**src/rtl/tpu6_pkg.sv**
```systemverilog
package tpu6_pkg;
   // per-slot pin setting: [3] capture, [2] initial level, [1:0] action/edge
   typedef struct packed {
      logic       cap;
      logic       init;
      logic [1:0] sel;
   } ioc_t;

   typedef enum logic [1:0] {
      ACT_NONE = 2'b00,
      ACT_LOW  = 2'b01,
      ACT_HIGH = 2'b10,
      ACT_TOG  = 2'b11
   } act_e;

   localparam int SLOTS     = 4;
   localparam int OFS_CNT   = 0;
   localparam int OFS_GR0   = 1;
   localparam int OFS_IO0   = 5;
   localparam int OFS_PAIR  = 9;
   localparam int PAGE_GLOB = 7;
endpackage

```
**src/rtl/tpu6_counter.sv**
```systemverilog
module tpu6_counter #(
   parameter int CW = 16
) (
   input  logic          clk,
   input  logic          rst_n,
   input  logic          standby,
   input  logic          run,
   input  logic          wr_en,
   input  logic [CW-1:0] wr_val,
   output logic [CW-1:0] cnt
);
   always_ff @(posedge clk) begin
      if (!rst_n)      cnt <= '0;
      else if (standby) cnt <= '0;
      else if (wr_en)   cnt <= wr_val;
      else if (run)     cnt <= cnt + 1'b1;
   end

   a_r4_hold_when_stopped: assert property (@(posedge clk) disable iff (!rst_n)
      (!run && !wr_en && !standby) |=> cnt == $past(cnt));
   a_r3_wrap_to_zero: assert property (@(posedge clk) disable iff (!rst_n)
      (run && !wr_en && !standby && cnt == '1) |=> cnt == '0);
   a_r6_standby_zero: assert property (@(posedge clk) disable iff (!rst_n)
      standby |=> cnt == '0);
endmodule

```
**src/rtl/tpu6_pinctl.sv**
```systemverilog
module tpu6_pinctl
   import tpu6_pkg::*;
#(
   parameter int CW = 16
) (
   input  logic          clk,
   input  logic          rst_n,
   input  logic          run,
   input  logic          active,
   input  logic [CW-1:0] cnt,
   input  logic [CW-1:0] regv,
   input  ioc_t          ioc,
   input  logic          ioc_wr,
   input  ioc_t          ioc_new,
   input  logic          pin_in,
   output logic          pin_out,
   output logic          match,
   output logic          cap
);
   logic prev_q;
   logic rise, fall;

   assign rise  = pin_in & ~prev_q;
   assign fall  = ~pin_in & prev_q;
   assign match = active && run && !ioc.cap && (cnt == regv);
   assign cap   = active && ioc.cap && ((ioc.sel[0] && rise) || (ioc.sel[1] && fall));

   always_ff @(posedge clk) begin
      if (!rst_n) prev_q <= 1'b0;
      else        prev_q <= pin_in;
   end

   always_ff @(posedge clk) begin
      if (!rst_n) begin
         pin_out <= 1'b0;
      end else if (ioc_wr && !run) begin
         pin_out <= ioc_new.init;
      end else if (match) begin
         unique case (act_e'(ioc.sel))
            ACT_NONE: pin_out <= pin_out;
            ACT_LOW:  pin_out <= 1'b0;
            ACT_HIGH: pin_out <= 1'b1;
            ACT_TOG:  pin_out <= ~pin_out;
         endcase
      end
   end

   a_r8_pin_kept_stopped: assert property (@(posedge clk) disable iff (!rst_n)
      (!run && !ioc_wr) |=> $stable(pin_out));
   a_r9_init_on_stopped_write: assert property (@(posedge clk) disable iff (!rst_n)
      (!run && ioc_wr) |=> pin_out == $past(ioc_new.init));
   a_r9_running_write_no_force: assert property (@(posedge clk) disable iff (!rst_n)
      (run && ioc_wr && !match) |=> $stable(pin_out));
endmodule

```
**src/rtl/tpu6_chan.sv**
```systemverilog
module tpu6_chan
   import tpu6_pkg::*;
#(
   parameter int CW  = 16,
   parameter int NGR = 4
) (
   input  logic               clk,
   input  logic               rst_n,
   input  logic               standby,
   input  logic               run,
   input  logic               wr_en,
   input  logic               wide,
   input  logic [3:0]         ofs,
   input  logic [CW-1:0]      wdata,
   input  logic [SLOTS-1:0]   pin_in,
   output logic [SLOTS-1:0]   pin_out,
   output logic [CW-1:0]      cnt_o,
   output logic [SLOTS*CW-1:0] gr_o,
   output logic [SLOTS*4-1:0] ioc_o,
   output logic [1:0]         pair_o
);
   localparam bit HAS_PAIR = (NGR == SLOTS);

   logic [CW-1:0]    gr    [SLOTS];
   ioc_t             ioc   [SLOTS];
   logic [SLOTS-1:0] match, cap;
   logic [1:0]       pair_q;
   logic             cnt_wr;

   if (NGR != 2 && NGR != 4) begin : g_bad_ngr
      $error("tpu6_chan: NGR must be 2 or 4");
   end

   assign cnt_wr = wr_en && wide && (ofs == 4'(OFS_CNT));

   tpu6_counter #(.CW(CW)) u_cnt (
      .clk(clk), .rst_n(rst_n), .standby(standby), .run(run),
      .wr_en(cnt_wr), .wr_val(wdata), .cnt(cnt_o)
   );

   if (HAS_PAIR) begin : g_pair
      always_ff @(posedge clk) begin
         if (!rst_n) pair_q <= '0;
         else if (wr_en && ofs == 4'(OFS_PAIR)) pair_q <= wdata[1:0];
      end
   end else begin : g_nopair
      assign pair_q = '0;
   end
   assign pair_o = pair_q;

   for (genvar k = 0; k < SLOTS; k++) begin : g_slot
      localparam int  PK     = k ^ 2;          // partner slot
      localparam bit  IS_PRI = (k < 2);
      if (k < NGR) begin : g_live
         logic gr_wr, io_wr, bon, active;
         assign gr_wr  = wr_en && wide && (ofs == 4'(OFS_GR0 + k));
         assign io_wr  = wr_en && (ofs == 4'(OFS_IO0 + k));
         assign bon    = pair_q[k & 1];
         assign active = IS_PRI ? 1'b1 : !bon;

         always_ff @(posedge clk) begin
            if (!rst_n)      ioc[k] <= '0;
            else if (io_wr)  ioc[k] <= ioc_t'(wdata[3:0]);
         end

         always_ff @(posedge clk) begin
            if (!rst_n)                               gr[k] <= '1;
            else if (gr_wr)                           gr[k] <= wdata;
            else if (IS_PRI && cap[k])                gr[k] <= cnt_o;
            else if (IS_PRI && bon && match[k])       gr[k] <= gr[PK];
            else if (!IS_PRI && bon && cap[PK])       gr[k] <= gr[PK];
         end

         tpu6_pinctl #(.CW(CW)) u_pin (
            .clk(clk), .rst_n(rst_n), .run(run), .active(active),
            .cnt(cnt_o), .regv(gr[k]), .ioc(ioc[k]), .ioc_wr(io_wr),
            .ioc_new(ioc_t'(wdata[3:0])), .pin_in(pin_in[k]),
            .pin_out(pin_out[k]), .match(match[k]), .cap(cap[k])
         );

         if (!IS_PRI) begin : g_bufcap
            a_r12_old_value_to_buffer: assert property (@(posedge clk) disable iff (!rst_n)
               (bon && cap[PK] && !gr_wr) |=> gr[k] == $past(gr[PK]));
         end else begin : g_pricap
            a_r10_capture_loads_count: assert property (@(posedge clk) disable iff (!rst_n)
               (cap[k] && !gr_wr) |=> gr[k] == $past(cnt_o));
         end
      end else begin : g_dead
         assign gr[k]      = '0;
         assign ioc[k]     = '0;
         assign match[k]   = 1'b0;
         assign cap[k]     = 1'b0;
         assign pin_out[k] = 1'b0;
      end
      assign gr_o[k*CW +: CW] = gr[k];
      assign ioc_o[k*4 +: 4]  = ioc[k];
   end
endmodule

```
**src/rtl/tpu6_top.sv**
```systemverilog
module tpu6_top
   import tpu6_pkg::*;
#(
   parameter int               NCH       = 6,
   parameter int               CW        = 16,
   parameter logic [NCH-1:0]   QUAD_MASK = 6'b001001
) (
   input  logic                 clk,
   input  logic                 rst_n,
   input  logic                 standby,
   input  logic                 bus_wr,
   input  logic                 bus_rd,
   input  logic                 bus_wide,
   input  logic [6:0]           bus_addr,
   input  logic [CW-1:0]        bus_wdata,
   output logic [CW-1:0]        bus_rdata,
   input  logic [NCH*SLOTS-1:0] pin_in,
   output logic [NCH*SLOTS-1:0] pin_out
);
   localparam int NPIN = NCH * SLOTS;

   if (NCH < 1 || NCH > PAGE_GLOB) begin : g_bad_nch
      $error("tpu6_top: NCH must be 1..7");
   end
   if (CW < 8 || CW > 32) begin : g_bad_cw
      $error("tpu6_top: CW must be 8..32");
   end

   logic [2:0]          page;
   logic [3:0]          ofs;
   logic [NCH-1:0]      run_q;
   logic [CW-1:0]       cnt_a  [NCH];
   logic [SLOTS*CW-1:0] gr_a   [NCH];
   logic [SLOTS*4-1:0]  ioc_a  [NCH];
   logic [1:0]          pair_a [NCH];

   assign page = bus_addr[6:4];
   assign ofs  = bus_addr[3:0];

   always_ff @(posedge clk) begin
      if (!rst_n) run_q <= '0;
      else if (bus_wr && page == 3'(PAGE_GLOB) && ofs == 4'd0) run_q <= bus_wdata[NCH-1:0];
   end

   for (genvar c = 0; c < NCH; c++) begin : g_ch
      localparam int NG = QUAD_MASK[c] ? SLOTS : 2;
      tpu6_chan #(.CW(CW), .NGR(NG)) u_ch (
         .clk(clk), .rst_n(rst_n), .standby(standby), .run(run_q[c]),
         .wr_en(bus_wr && page == 3'(c)), .wide(bus_wide), .ofs(ofs),
         .wdata(bus_wdata), .pin_in(pin_in[c*SLOTS +: SLOTS]),
         .pin_out(pin_out[c*SLOTS +: SLOTS]), .cnt_o(cnt_a[c]),
         .gr_o(gr_a[c]), .ioc_o(ioc_a[c]), .pair_o(pair_a[c])
      );
   end

   always_comb begin
      logic [1:0] sidx;
      sidx      = 2'(ofs - 4'(OFS_GR0));
      bus_rdata = '0;
      if (bus_rd) begin
         if (page == 3'(PAGE_GLOB)) begin
            if (ofs == 4'd0) bus_rdata = CW'(run_q);
         end else if (32'(page) < NCH) begin
            if (ofs == 4'(OFS_CNT)) begin
               if (bus_wide) bus_rdata = cnt_a[page];
            end else if (ofs >= 4'(OFS_GR0) && ofs < 4'(OFS_IO0)) begin
               if (bus_wide) bus_rdata = gr_a[page][sidx*CW +: CW];
            end else if (ofs >= 4'(OFS_IO0) && ofs < 4'(OFS_PAIR)) begin
               sidx      = 2'(ofs - 4'(OFS_IO0));
               bus_rdata = CW'(ioc_a[page][sidx*4 +: 4]);
            end else if (ofs == 4'(OFS_PAIR)) begin
               bus_rdata = CW'(pair_a[page]);
            end
         end
      end
   end

   a_r5_byte_read_blank: assert property (@(posedge clk) disable iff (!rst_n)
      (bus_rd && !bus_wide && page != 3'(PAGE_GLOB) && ofs < 4'(OFS_IO0)) |-> bus_rdata == '0);
   a_r2_reserved_run_bits: assert property (@(posedge clk) disable iff (!rst_n)
      (bus_rd && page == 3'(PAGE_GLOB) && ofs == 4'd0) |-> bus_rdata[CW-1:NCH] == '0);
   a_r1_pins_low_after_reset: assert property (@(posedge clk)
      $rose(rst_n) |-> pin_out == NPIN'(0));
endmodule

```
**config.mk**
```make
export PLATFORM = sky130hd
export DESIGN_NAME = tpu6_top
export DESIGN_NICKNAME = d
export VERILOG_FILES = /design/src/rtl/tpu6_pkg.sv /design/src/rtl/tpu6_counter.sv /design/src/rtl/tpu6_pinctl.sv /design/src/rtl/tpu6_chan.sv /design/src/rtl/tpu6_top.sv
export SDC_FILE = /design/constraint.sdc
export NUM_CORES = 2
export LEC_CHECK = 0
export CAP_MARGIN = 25
export CORE_ASPECT_RATIO = 1.2
export CORE_UTILIZATION = 50
export CTS_BUF_LIST = sky130_fd_sc_hd__clkbuf_16
export CTS_CLUSTER_DIAMETER = 40
export DETAILED_ROUTE_END_ITERATION = 16
export DONT_BUFFER_PORTS = 1
export PLACE_DENSITY = 0.61
export REMOVE_ABC_BUFFERS = 1
export SLEW_MARGIN = 20
export SYNTH_ARGS = -nofsm -noshare
export SYNTH_HDL_FRONTEND = slang
export SYNTH_SLANG_ARGS = --single-unit
```
**constraint.sdc**
```tcl
create_clock -name clk -period 7 [get_ports clk]
set_input_delay 0.35 -clock clk [delete_from_list [all_inputs] [get_ports clk]]
set_output_delay 0.35 -clock clk [all_outputs]
set_load 0.005 [all_outputs]
```
==> results.cfg <==
[pwr]
power_density_nw_per_um2 = 221.0
combPwrFrac_pct = 5.3
clkPwrFrac_pct = 53.7
seqPwrFrac_pct = 40.9
p_int_mw = 5.121
ir_drop_v = 0.0002193
switchingPower_mw = 1.710
power.leakage_nw = 10.98
swShare_pct = 25.04

[sta]
worstMarginPinSlew_ps = 1219
slew_violations = 0
skew_ps = 26.13
fin_hold_ws_ps = 4.022
min_period_ps = 3586
rsz0062_at_grt = false
finalHoldViolCount = 0
fin_tns_setup_ps = 0
min_period_over_period_pct = 51.22
finalSetupViolations = 0
max-slew-margin-rel_pct = 18.01
fmax_mhz = 278.9

[layout]
multi_input_area_um2 = 15770
nFillCells = 5090
drive_gt1_share_pct = 9.263
area_growth_pct = 9.230
area.sequential_um2 = 10690
fin_nets = 3112
fin_util_pct = 55.22
fin_cells = 3838

[synthesis]
ys_top_cells_by_area = dfxtp_1 (21%), edfxtp_1 (17%), xor2_1 (6.6%), nand2_1 (5.9%), mux2i_1 (5.3%)
synth-seq-cells = 454
synth_flop_cell = dfxtp_1
syn_area_um2 = 28300
ys_async_sr_fraction_pct = 0
ys_warn_count = 0
synth_top_area_cell = dfxtp_1
synth_cells = 3251
synth.avg_cell_area_um2 = 8.706
synth_commonest_cells = nand2_1 (442), dfxtp_1 (294), clkbuf_1 (230), nor2_1 (219), xor2_1 (213)
yosysMostFrequentCell = nand2_1
seq_area_frac_synth_pct = 37.77
ys_types = 72
synth_top_area_share_pct = 20.79
synth-edff-count = 160

[run_status]
status = complete, no violations

[floorplan]
core.rowCount = 95
dieArea_um2 = 57570
ios = 93
coreArea_um2 = 55980
die_h_um = 262.6
start_util_pct = 50.56
die_x_um = 219.2

[job]
maxCapViolCount = 0

[route]
first_pass_iters = 6
via_per_inst = 6.598
ant_nets = 0
wl_per_cell_um = 30.82
drc_errors = 0
num_vias = 25320
drt_iter0_markers = 2994
routed_wirelength_mm = 118.3

[worst_setup_path]
worstRegToRegCells = 6
setup.worst_path.start = g_ch[0].u_ch.u_cnt.cnt[3]$_SDFFE_PP0P_
endpoint_kind = register
crit_arrival_ps = 3900
cp.required_ps = 7320
timing.rr.end = g_ch[0].u_ch.gr[1][2]$_DFFE_PP_
r2r-start = g_ch[0].u_ch.u_cnt.cnt[3]$_SDFFE_PP0P_
crit_type = reg -> reg
ff2ff_setup_slack_ps = 3410
critical_path.max_fanout = 16
startpoint_type = register
endpoint = g_ch[0].u_ch.gr[1][2]$_DFFE_PP_

[global_route]
grt_pass1_wl_mm = 169.0
grt_max_degree = 162
antenna_found_initial = 3
grtUsageTotal_pct = 40.73
grt_overflow = 0
grt_pass1_vias = 24090

[clock_tree]
cts.clk_slew.worst_paths_ps = 60
ctsRootBufferMaster = clkbuf_16
clock_latency_ps = 620
ctsResizeCount = 0
cts_tree = done
ctsHtreeMaxLevel = 3
cts_num_sinks = 454
cts_buffer_depth = 3
cts_made_buffers = 74

[place]
hpwlAfterDp_mm = 81.65
dp.cells = 3655
io_buffer_count = 0
place_congestion = 1.033

[min_path]
hold_class = in -> reg
[cells by family (layout without fill, tap and decap cells)]
logic type	after synthesis	in the layout	share of synthesized area (%)
and+or+nand+nor	1068	1068	17.62
AOI/OAI and AO/OA	727	727	16.93
DFF	454	454	37.77
buffers and inverters	436	287	6.719
xor gates and xnor gates	347	347	10.74
muxes	208	208	9.760
adders and majority gates	10	10	0.4420
other	1	10	0.01325
[worst min-delay path by stage]
stage,start,end,slack [ps],cells after the start
finish,bus_wdata[3],g_ch[2].u_ch.gr_o[3]$_SDFFE_PN1P_,4,4
global route,bus_wdata[3],g_ch[2].u_ch.gr_o[3]$_SDFFE_PN1P_,40,4
CTS,bus_wdata[3],g_ch[2].u_ch.gr_o[3]$_SDFFE_PN1P_,1,4
detailed placement,rst_n,g_ch[5].u_ch.gr_o[28]$_SDFFE_PN1P_,440,1
global placement,rst_n,g_ch[4].u_ch.gr_o[23]$_SDFFE_PN1P_,430,1
floorplan,rst_n,g_ch[2].u_ch.gr_o[0]$_SDFFE_PN1P_,410,1
[final cells by class]
class / instances / share of cell area, %
clock inverter: 56 / 1.505
clock buffer: 80 / 6.475
sequential: 454 / 34.58
inverter: 78 / 0.9470
multi-input combinational: 2368 / 51.02
tap: 727 / 2.942
timing repair buffer: 73 / 2.521
antenna: 2 / 0.01619
[cells in the final DEF, fill, tap and decap left out, types with 12 or more instances in the layout]
| cell type | n |
|---|---|
| xnor2_1 | 134 |
| a211oi_1 | 87 |
| dfxtp_1 | 294 |
| nand4_1 | 57 |
| o22a_1 | 65 |
| clkinv_2 | 13 |
| edfxtp_1 | 160 |
| o22ai_1 | 73 |
| dlygate4sd3_1 | 27 |
| a221oi_1 | 41 |
| inv_1 | 83 |
| a21oi_1 | 115 |
| nand3_1 | 89 |
| nor3_1 | 20 |
| a22oi_1 | 17 |
| nand2_1 | 439 |
| and3_1 | 72 |
| clkbuf_16 | 80 |
| mux2i_1 | 150 |
| nor2_1 | 218 |
| nor2b_1 | 20 |
| buf_4 | 24 |
| and2_1 | 32 |
| mux4_2 | 54 |
| clkinv_4 | 12 |
| o21ai_0 | 211 |
| xor2_1 | 213 |
| a21boi_0 | 37 |
| a21oi_2 | 20 |
| nor4_1 | 44 |
| nor4b_1 | 12 |
[power by group through the flow]
stage	logic (mW)	registers [mW]	clock network (mW)
6_report	0.363	2.80	3.67
3_3_place_gp	0.256	2.85	0
3_5_place_dp	0.257	2.85	0
2_1_floorplan	0.176	2.83	0
4_1_cts	0.350	2.79	3.68
5_1_grt	0.377	2.80	3.79
[repair_timing]
action,in CTS,in global routing
endpoints found under the hold margin,369,0
setup buffers,0,0
hold buffers,36,0
[metrics by stage]
stage / power (mW) / setup slack, ps / area, µm²
2_1_floorplan: 3.011 / 4209 / 26720
3_3_place_gp: 3.104 / 3496 / 27830
3_5_place_dp: 3.107 / 3500 / 27900
4_1_cts: 6.828 / 3492 / 30820
5_1_grt: 6.969 / 3312 / 30910
6_report: 6.831 / 3414 / 30920
[state kept, by name, summed over array words and instances, names as in the netlist]
signal,count
g_ch.u_ch.g_slot.g_live.u_pin.pin_out,16
g_ch.u_ch.g_slot.g_live.u_pin.prev_q,12
g_ch.u_ch.gr,128
g_ch.u_ch.gr_o,128
g_ch.u_ch.ioc,32
g_ch.u_ch.ioc_o,32
g_ch.u_ch.pair_o,4
g_ch.u_ch.u_cnt.cnt,96
run_q,6
[worst max-delay path, cell delays in order, from the launching register on]
cell	delay, ps
dfxtp_1	680
xnor2_1	270
nand4_1	320
nor4b_1	710
and2_1	280
and3_1	860
a21oi_1	180
[per-layer routing]
metal,part of all wire [%],up-vias,GRT usage (%)
met5,0,-,0
met4,7.3,0,26.54
met3,9.2,306,7.442
met2,45,1441,62.90
met1,38,12440,51.98
li1,-,11140,-
(Power assumes the default switching activity.)
